File: src/rtl/sdw_pkg.sv
package sdw_pkg;

  localparam int unsigned SDW_BYTE_W = 8;
  localparam int unsigned SDW_DEPTH  = 4;

  // width needed to hold the values 0..n
  function automatic int unsigned cnt_width(input int unsigned n);
    return (n < 2) ? 1 : $clog2(n + 1);
  endfunction

endpackage

File: src/rtl/sdw_shifter.sv
module sdw_shifter #(
  parameter int unsigned BYTE_W = sdw_pkg::SDW_BYTE_W,
  localparam int unsigned CNT_W = $clog2(BYTE_W)
) (
  input  logic              clk,
  input  logic              rst,
  input  logic              en,
  input  logic              sdata,
  output logic [BYTE_W-1:0] shreg_q,
  output logic [CNT_W-1:0]  bit_idx,
  output logic              cap_vld,
  output logic [BYTE_W-1:0] cap_data,
  output logic              cap_stb
);

  localparam logic [CNT_W-1:0] LAST_IDX = CNT_W'(BYTE_W - 1);

  logic [BYTE_W-1:0] shreg_n;

  // value the register takes on this edge; the capture uses it directly
  assign shreg_n  = {shreg_q[BYTE_W-2:0], sdata};
  assign cap_vld  = en && (bit_idx == LAST_IDX);
  assign cap_data = shreg_n;

  always_ff @(posedge clk) begin
    if (rst) begin
      shreg_q <= '0;
      bit_idx <= '0;
      cap_stb <= 1'b0;
    end else begin
      cap_stb <= cap_vld;
      if (en) begin
        shreg_q <= shreg_n;
        bit_idx <= (bit_idx == LAST_IDX) ? '0 : bit_idx + CNT_W'(1);
      end
    end
  end

endmodule

File: src/rtl/sdw_word_view.sv
module sdw_word_view #(
  parameter int unsigned BYTE_W = sdw_pkg::SDW_BYTE_W,
  parameter int unsigned DEPTH  = sdw_pkg::SDW_DEPTH,
  localparam int unsigned PTR_W = $clog2(DEPTH),
  localparam int unsigned WORD_W = BYTE_W * DEPTH
) (
  input  logic [WORD_W-1:0] slots,
  input  logic [PTR_W-1:0]  rd_ptr,
  output logic [WORD_W-1:0] word_q
);

  for (genvar k = 0; k < DEPTH; k++) begin : g_lane
    localparam logic [PTR_W:0] OFS = (PTR_W+1)'(k);
    logic [PTR_W:0]   sum;
    logic [PTR_W-1:0] idx;
    assign sum = {1'b0, rd_ptr} + OFS;
    assign idx = (sum >= (PTR_W+1)'(DEPTH)) ? PTR_W'(sum - (PTR_W+1)'(DEPTH))
                                            : PTR_W'(sum);
    // lane k holds the k-th oldest byte; oldest sits on top
    assign word_q[(DEPTH-1-k)*BYTE_W +: BYTE_W] = slots[idx*BYTE_W +: BYTE_W];
  end

endmodule

File: src/rtl/sdw_fifo.sv
module sdw_fifo #(
  parameter int unsigned BYTE_W = sdw_pkg::SDW_BYTE_W,
  parameter int unsigned DEPTH  = sdw_pkg::SDW_DEPTH,
  localparam int unsigned PTR_W  = $clog2(DEPTH),
  localparam int unsigned LVL_W  = sdw_pkg::cnt_width(DEPTH),
  localparam int unsigned WORD_W = BYTE_W * DEPTH
) (
  input  logic              clk,
  input  logic              rst,
  input  logic              push,
  input  logic [BYTE_W-1:0] push_data,
  input  logic              pop,
  input  logic              take,
  output logic [BYTE_W-1:0] head,
  output logic [LVL_W-1:0]  level,
  output logic              word_valid,
  output logic              ovf,
  output logic [WORD_W-1:0] word_q
);

  localparam logic [LVL_W-1:0] FULL_L = LVL_W'(DEPTH);
  localparam logic [PTR_W-1:0] LAST_P = PTR_W'(DEPTH - 1);

  logic [BYTE_W-1:0] mem [DEPTH];
  logic [PTR_W-1:0]  wr_ptr, rd_ptr;
  logic [LVL_W-1:0]  level_n;
  logic              push_ok, pop_ok, take_ok;
  logic [WORD_W-1:0] slots;

  assign take_ok = take && (level == FULL_L);
  assign push_ok = push && (level != FULL_L);
  assign pop_ok  = pop && !take_ok && (level != '0);

  always_comb begin
    level_n = level;
    if (take_ok) begin
      level_n = '0;
    end else begin
      if (push_ok) level_n = level_n + LVL_W'(1);
      if (pop_ok)  level_n = level_n - LVL_W'(1);
    end
  end

  // storage without reset so it can map to RAM-style resources
  always_ff @(posedge clk) begin
    if (push_ok) mem[wr_ptr] <= push_data;
  end

  always_ff @(posedge clk) begin
    if (rst) begin
      wr_ptr     <= '0;
      rd_ptr     <= '0;
      level      <= '0;
      word_valid <= 1'b0;
      ovf        <= 1'b0;
    end else begin
      level      <= level_n;
      word_valid <= (level_n == FULL_L);
      if (push && !push_ok) ovf <= 1'b1;
      if (push_ok) wr_ptr <= (wr_ptr == LAST_P) ? '0 : wr_ptr + PTR_W'(1);
      // a full take leaves rd_ptr where it is: it goes once round the ring
      if (pop_ok)  rd_ptr <= (rd_ptr == LAST_P) ? '0 : rd_ptr + PTR_W'(1);
    end
  end

  assign head = mem[rd_ptr];

  for (genvar s = 0; s < DEPTH; s++) begin : g_flat
    assign slots[s*BYTE_W +: BYTE_W] = mem[s];
  end

  sdw_word_view #(.BYTE_W(BYTE_W), .DEPTH(DEPTH)) u_view (
    .slots  (slots),
    .rd_ptr (rd_ptr),
    .word_q (word_q)
  );

endmodule

File: src/rtl/serial_word_deser.sv
module serial_word_deser #(
  parameter int unsigned BYTE_W = sdw_pkg::SDW_BYTE_W,
  parameter int unsigned DEPTH  = sdw_pkg::SDW_DEPTH,
  localparam int unsigned CNT_W  = $clog2(BYTE_W),
  localparam int unsigned LVL_W  = sdw_pkg::cnt_width(DEPTH),
  localparam int unsigned WORD_W = BYTE_W * DEPTH
) (
  input  logic              clk,
  input  logic              rst,
  input  logic              en,
  input  logic              sdata,
  input  logic              byte_pop,
  input  logic              word_take,
  output logic [BYTE_W-1:0] shreg_q,
  output logic [CNT_W-1:0]  bit_idx,
  output logic              cap_stb,
  output logic [BYTE_W-1:0] rd_byte,
  output logic [LVL_W-1:0]  fifo_level,
  output logic              word_valid,
  output logic [WORD_W-1:0] word_q,
  output logic              ovf
);

  logic              cap_vld;
  logic [BYTE_W-1:0] cap_data;

  sdw_shifter #(.BYTE_W(BYTE_W)) u_shift (
    .clk      (clk),
    .rst      (rst),
    .en       (en),
    .sdata    (sdata),
    .shreg_q  (shreg_q),
    .bit_idx  (bit_idx),
    .cap_vld  (cap_vld),
    .cap_data (cap_data),
    .cap_stb  (cap_stb)
  );

  sdw_fifo #(.BYTE_W(BYTE_W), .DEPTH(DEPTH)) u_fifo (
    .clk        (clk),
    .rst        (rst),
    .push       (cap_vld),
    .push_data  (cap_data),
    .pop        (byte_pop),
    .take       (word_take),
    .head       (rd_byte),
    .level      (fifo_level),
    .word_valid (word_valid),
    .ovf        (ovf),
    .word_q     (word_q)
  );

endmodule

File: config.mk
export PLATFORM = sky130hd
export DESIGN_NAME = serial_word_deser
export DESIGN_NICKNAME = d
export VERILOG_FILES = /design/src/rtl/sdw_pkg.sv /design/src/rtl/sdw_shifter.sv /design/src/rtl/sdw_word_view.sv /design/src/rtl/sdw_fifo.sv /design/src/rtl/serial_word_deser.sv
export SDC_FILE = /design/constraint.sdc
export NUM_CORES = 1
export LEC_CHECK = 0
export BUFFER_PORTS_ARGS = -buffer_cell sky130_fd_sc_hd__buf_4
export CORE_MARGIN = 3
export CORE_UTILIZATION = 53
export DETAILED_ROUTE_END_ITERATION = 8
export GPL_ROUTABILITY_DRIVEN = 0
export GPL_TIMING_DRIVEN = 0
export PLACE_DENSITY = 0.77
export SYNTH_ARGS = -nofsm -noshare
export SYNTH_HDL_FRONTEND = slang
export SYNTH_HIERARCHICAL = 1
export SYNTH_SLANG_ARGS = --single-unit
File: constraint.sdc
create_clock -name clk -period 4.5 [get_ports clk]
set_clock_uncertainty 0.15 [all_clocks]
set_input_delay 1.35 -clock clk [delete_from_list [all_inputs] [get_ports clk]]
set_output_delay 1.35 -clock clk [all_outputs]
set_load 0.02 [all_outputs]
==> results of run 1 <==
-- cell usage in the layout, fill, tap and decap left out --
master	instances
edfxtp_1	32
a21boi_2	1
a21bo_2	1
nand2_1	3
buf_1	1
o21ai_2	1
mux2i_1	11
xnor2_1	3
dfxtp_1	23
clkbuf_1	3
a31o_2	1
ha_1	10
mux4_1	3
and2_1	5
and2b_2	1
a211oi_1	1
nor2b_1	2
nor3_1	1
nand2b_1	1
buf_6	2
buf_4	74
o211a_1	2
clkbuf_16	1
clkinvlp_4	1
nor4_1	1
mux4_2	37
buf_8	1
a221oi_1	2
or3_1	1
nor2_1	19
clkbuf_8	5
a21oi_1	7
buf_12	2
inv_1	5
or3b_1	1
a31oi_1	2
buf_2	1
-- state kept, by name, indices dropped and copies added, names as in the netlist, named ones only --
| name | count |
|---|---|
| u_fifo/rd_ptr | 2 |
| u_fifo/word_valid | 1 |
| u_shift/cap_stb | 1 |
| u_fifo/ovf | 1 |
| u_fifo/level | 3 |
| u_fifo/wr_ptr | 2 |
| u_shift/shreg_q | 8 |
| u_shift/bit_idx | 3 |
| u_fifo/mem | 32 |
-- path summary, 6_finish.rpt --
check	start	to	depth (start not counted)
hold reg to reg	u_shift/bit_idx[0]	u_shift/bit_idx[0]	2
setup / recovery	u_fifo/rd_ptr[0]	word_q[18]	5
setup reg to reg	u_shift/bit_idx[0]	u_fifo/word_valid	10
hold / removal	u_shift/bit_idx[0]	u_shift/bit_idx[0]	2
-- layer usage --
| metal | GRT usage | wire [um] |
|---|---|---|
| met1 | 0.259 | 2440 |
| met2 | 0.369 | 3280 |
| met3 | 0.0325 | 430 |
| met4 | 0.0399 | 71 |
| met5 | 0 | 0 |
-- critical path, cell delays in order, from the launching register on --
cell and delay, ps:
dfxtp_1 400, buf_6 160, buf_12 150, buf_4 210
mux4_2 330, buf_4 170
-- logic make-up after synthesis --
group | synth area share
compound gates | 0.0424
fa+ha+maj | 0.0404
mux | 0.330
flops | 0.459
buf+inv | 0.0655
simple gates | 0.0541
xor+xnor | 0.00849
-- Yosys cell counts (all sizes together) (2+ instances only) --
cell type / count / area (um2)
a31oi: 2 / 12.5
ha: 10 / 125
and2: 5 / 31.3
buf: 19 / 176
a221oi: 2 / 17.5
nand2: 3 / 11.3
inv: 5 / 18.8
nor2b: 2 / 12.5
o211a: 2 / 20.0
edfxtp: 32 / 961
dfxtp: 23 / 460
nor2: 19 / 71.3
a21oi: 7 / 35.0
mux4: 40 / 912
xnor2: 3 / 26.3
clkbuf: 2 / 7.51
mux2i: 11 / 110
-- final cells by class --
type / count / area share
multi-input combinational: 117 / 0.392
sequential: 55 / 0.378
timing repair buffer: 62 / 0.124
buffer: 21 / 0.0490
clock buffer: 7 / 0.0260
tap: 72 / 0.0240
inverter: 5 / 0.00500
clock inverter: 1 / 0.00200
-- power breakdown --
group,internal [uW],switching (uW),total (uW)
combinational,324,316,639
clock,144,149,293
sequential,549,23.0,572
total,1020,488,1500
-- stage by stage --
stage | power (uW) | cells
CTS | 1520 | 340
global route | 1590 | 340
detailed placement | 1230 | 332
finish | 1500 | 340
floorplan | 1030 | 198
global placement | 1220 | 332
==> out/qor.csv, run 1 <==
stage;metric;value;unit
run_status;outcome;complete, no violations;
clocking;cts_tree;done;
worst_setup_path;worst_ep_required_time;3000;ps
detailed_routing;drt_iter0_drc;145;
clocking;ctsRootBufferMaster;clkbuf_8;
global_route;grtUsageTotal;0.204;
flow_run;cap_viol_max_count;0;
detailed_routing;antenna_left;0;
logic_synthesis;synth_area;0.00310;mm2
sta;fmax;308;MHz
place;dp_hpwl;4.61;mm
hold_path;min_path_type;reg -> reg;
sta;fin_crit_sh;0.722;
detailed_routing;drc;0;
logic_synthesis;ys_seq_area_frac;0.459;
logic_synthesis;synth_enable_flop_cells;32;
clocking;ctsResizeCount;0;
sta;finalMaxSlewViolations;0;
finish;final_nets;283;
worst_setup_path;path_max_fanout;10;
logic_synthesis;synth_cell_types;34;
detailed_routing;wl_per_cell;18.3;um
floorplanning;die_height;82.4;um
pwr;leakage;0.00147;uW
sta;holdWs;355;ps
logic_synthesis;netlist_instances;198;
floorplanning;die_w;82.4;um
detailed_routing;drt-total-wl;6.22;mm
finish;insertedDiodeCount;0;
place;dpl_cell_area;0.00365;mm2
global_route;grt_overflow_total;0;
sta;worst_pin_slew;543;ps
pwr;power_density;400;mW/mm2
finish;final_util;0.674;
global_route;antenna_found_initial;0;
sta;tns;0;ps
floorplanning;initial_core_util;0.556;
sta;postLayoutSetupSlackWorst;1250;ps
place;dp_worst_setup_slack;1070;ps
finish;fin_area;0.00376;mm2
worst_setup_path;critPathKind;reg -> out;
logic_synthesis;syn_area_per_cell;15.6;um2
detailed_routing;drt-pass1-iter-count;4;
place;portBuffers;62;
finish;multiInputGateArea;0.00147;mm2
sta;rsz0062_at_grt;no;
pwr;ir_worst_vdd;0.209;mV
clocking;clk_pin_slew;100;ps
clocking;cts_setup_buffers;0;
finish;drive_gt1_frac;0.481;
sta;setup-violations-final;0;
clocking;numCtsBuffers;5;
logic_synthesis;syn_nets;214;
worst_setup_path;reg2reg_slack;1780;ps
logic_synthesis;yosys_warnings;6;
global_route;grt_max_degree;18;
sta;max_slew_margin;0.638;
floorplanning;dieArea;0.00680;mm2
detailed_routing;avgViaCountPerCell;5.92;
finish;regArea;0.00142;mm2
floorplanning;rows;27;
worst_setup_path;critPathArrivalTime;1750;ps
floorplanning;pin_count;63;
finish;fillers;423;
logic_synthesis;ys_ff_latch;55;
clocking;hold_buffers;0;
detailed_routing;vias;2013;
global_route;grt_first_pass_wirelength;10.2;mm
clocking;h-tree-depth;2;
logic_synthesis;ys_async_sr_fraction;0;
global_route;grt_pass1_vias;1938;
clocking;cts_buffer_depth;2;
worst_setup_path;critPathLaunchType;flip-flop;
sta;hold_viol;0;
worst_setup_path;endpoint_kind;primary output;
sta;fin_crit;3250;ps
logic_synthesis;synth_flop_cell;edfxtp_1;
clocking;cts.sinks;55;
finish;syn_to_final_growth;21.3;%
floorplanning;fp.coreArea;0.00557;mm2
clocking;insertion_delay;300;ps
No activity file was read; power rests on OpenSTA's default activity.
==> run 2, diff against run 1 <==
--- a/config.mk
+++ b/config.mk
@@ -7,7 +7,7 @@
 export LEC_CHECK = 0
 export BUFFER_PORTS_ARGS = -buffer_cell sky130_fd_sc_hd__buf_4
 export CORE_MARGIN = 3
-export CORE_UTILIZATION = 53
+export CORE_UTILIZATION = 50
 export DETAILED_ROUTE_END_ITERATION = 8
 export GPL_ROUTABILITY_DRIVEN = 0
 export GPL_TIMING_DRIVEN = 0
==> constraint.sdc (replaced) <==
create_clock -name clk -period 2.77 [get_ports clk]
set_clock_uncertainty 0.15 [all_clocks]
set_input_delay 0.831 -clock clk [delete_from_list [all_inputs] [get_ports clk]]
set_output_delay 0.831 -clock clk [all_outputs]
set_load 0.02 [all_outputs]
==> out/qor.csv, run 2 (synthesis results as in run 1) <==
stage;metric;value;unit;change
pwr;clock_power_share;0.185;;-0.010
sta;fmax;372;MHz;
sta;hold_viol;0;;unchanged
detailed_routing;drc;0;;unchanged
worst_setup_path;endpoint_kind;primary output;;
clocking;h-tree-depth;2;;unchanged
place;portBuffers;62;;unchanged
global_route;grtUsageTotal;0.186;;-0.0178
worst_setup_path;cp-startpoint;u_fifo/rd_ptr[0];;
worst_setup_path;critPathArrivalTime;1700;ps;-50 ps
worst_setup_path;critPathKind;reg -> out;;
worst_setup_path;critPathLaunchType;flip-flop;;
floorplanning;pin_count;63;;unchanged
finish;largest_reg_flops;32;;unchanged
worst_setup_path;path_max_fanout;10;;unchanged
finish;syn_to_final_growth;22.0;%;
detailed_routing;wl_per_cell;18.2;um;-0.45%
place;dp_hpwl;4.53;mm;-1.8%
pwr;seqPwrFrac;0.383;;+0.003
clocking;numCtsBuffers;5;;unchanged
clocking;ctsRootBufferMaster;clkbuf_8;;
finish;multiInputGateArea;0.00148;mm2;+0.51%
clocking;cts.sinks;55;;unchanged
sta;fin_crit;2680;ps;
detailed_routing;drt-pass1-iter-count;4;;unchanged
sta;max_slew_margin;0.636;;-0.00124
finish;reg_top3;u_fifo/mem x32, u_shift/shreg_q x8;;
finish;final_common_cell;buf_4;;
pwr;ir_worst_vdd;0.436;mV;+110%
hold_path;min_path_type;reg -> reg;;
finish;regArea;0.00142;mm2;about the same
finish;layout.cells.non_filler;345;;+1.5%
detailed_routing;drt-total-wl;6.28;mm;+1.0%
global_route;grt_overflow_total;0;;unchanged
floorplanning;rows;28;;+3.7%
detailed_routing;antenna_left;0;;unchanged
finish;final_cell_mix;buf_4 (74), mux4_2 (37), edfxtp_1 (32);;
finish;drive_gt1_frac;0.493;;+0.0112
pwr;intPower;1600;uW;+58%
hold_path;hold_start;u_fifo/ovf;;
floorplanning;dieArea;0.00717;mm2;+5.6%
worst_setup_path;worst_ep_required_time;1790;ps;-1210 ps
pwr;p_sw;830;uW;+70%
global_route;antenna_found_initial;0;;unchanged
finish;final_nets;285;;+0.71%
clocking;insertion_delay;310;ps;about the same
global_route;grt_max_degree;19;;+1
clocking;hold_buffers;0;;unchanged
clocking;cts_tree;done;;
pwr;leakage;0.00147;uW;+0.60%
floorplanning;initial_core_util;0.520;;-0.0356
finish;regMostFlops;u_fifo/mem;;
global_route;grt_first_pass_wirelength;10.3;mm;+0.81%
sta;setup-violations-final;0;;unchanged
place;dp_cells;335;;+0.90%
detailed_routing;drt_iter0_drc;163;;+12%
detailed_routing;avgViaCountPerCell;5.86;;-1.1%
global_route;grt_pass1_vias;2003;;+3.4%
floorplanning;fp.coreArea;0.00596;mm2;+6.8%
floorplanning;die_w;84.7;um;+2.7%
sta;worst_pin_slew;545;ps;+1.86 ps
clocking;clk_pin_slew;100;ps;about the same
run_status;outcome;complete, no violations;;
pwr;power_density;644;mW/mm2;+61%
sta;fin_crit_sh;0.969;;
detailed_routing;vias;2020;;+0.35%
pwr;swShare;0.341;;+0.0169
flow_run;cap_viol_max_count;0;;unchanged
floorplanning;die_height;84.7;um;+2.7%
sta;finalMaxSlewViolations;0;;unchanged
pwr;comb_power_share;0.432;;+0.007
clocking;cts_buffer_depth;2;;unchanged
worst_setup_path;reg2reg_from;u_shift/bit_idx[0];;
finish;insertedDiodeCount;0;;unchanged
finish;fillers;486;;+15%
sta;tns;0;ps;unchanged
## run 2: cell types whose count changed in the layout (fill, tap and decap cells not counted)
cell       before  now
dfxtp_1        23   22
inv_4           0    1
inv_6           0    1
clkbuf_16       1    0
clkbuf_1        3    2
a21boi_2        1    0
dfxtp_2         0    1
buf_6           2    4
a21boi_4        0    1
## run 2: timing repair
item / CTS / global route
gates resized for setup: 0 / 4
buffers inserted: 0 / 2
setup endpoints to repair: 0 / 23
## run 2: final timing paths
kind / to / slack, ps / cells after the start
setup / recovery: word_q[17] / 90 / 5
hold / removal: u_fifo/ovf / 340 / 2
setup reg to reg: u_fifo/word_valid / 160 / 10
hold reg to reg: u_fifo/ovf / 340 / 2
## run 2: per-stage QoR
stage	hold slack, ps	utilization	cell area (um2)	total power (uW)	setup slack, ps
2_1_floorplan	319	-	3100	1680	234
3_3_place_gp	306	0.614	3660	1980	-89.1
3_5_place_dp	309	0.614	3660	2000	-133
4_1_cts	345	0.629	3750	2450	23.6
5_1_grt	365	0.634	3780	2560	-52.7
6_report	339	0.634	3780	2430	85.1
## run 2: routing by layer
metal  track usage  vias to the layer above  part of all wire
li1              -                      927                 -
met1         0.242                     1005              0.40
met2         0.317                       79              0.51
met3        0.0353                        9             0.068
met4        0.0604                        0             0.016
met5             0                        -                 0
## run 2: final cells by class
cell class | count | area share
clock buffers | 5 | 0.0182
flip-flops and latches | 55 | 0.376
plain buffers | 21 | 0.0507
repair buffers | 64 | 0.127
inverters | 5 | 0.00497
well taps | 75 | 0.0248
clock inverters | 3 | 0.00596
multi-input cells | 117 | 0.392
## run 2: power by group through the flow
| stage | logic [uW] | clock network, uW | registers, uW |
|---|---|---|---|
| 2_1_floorplan | 712 | 0 | 966 |
| 3_3_place_gp | 1030 | 0 | 945 |
| 3_5_place_dp | 1060 | 0 | 947 |
| 4_1_cts | 1060 | 464 | 928 |
| 5_1_grt | 1130 | 500 | 938 |
| 6_report | 1050 | 451 | 930 |
## run 2: worst max-delay path, stage by stage (launching register included)
cell and delay, ps:
dfxtp_2 370, buf_6 140, buf_12 150, buf_4 210, mux4_2 340, buf_4 180
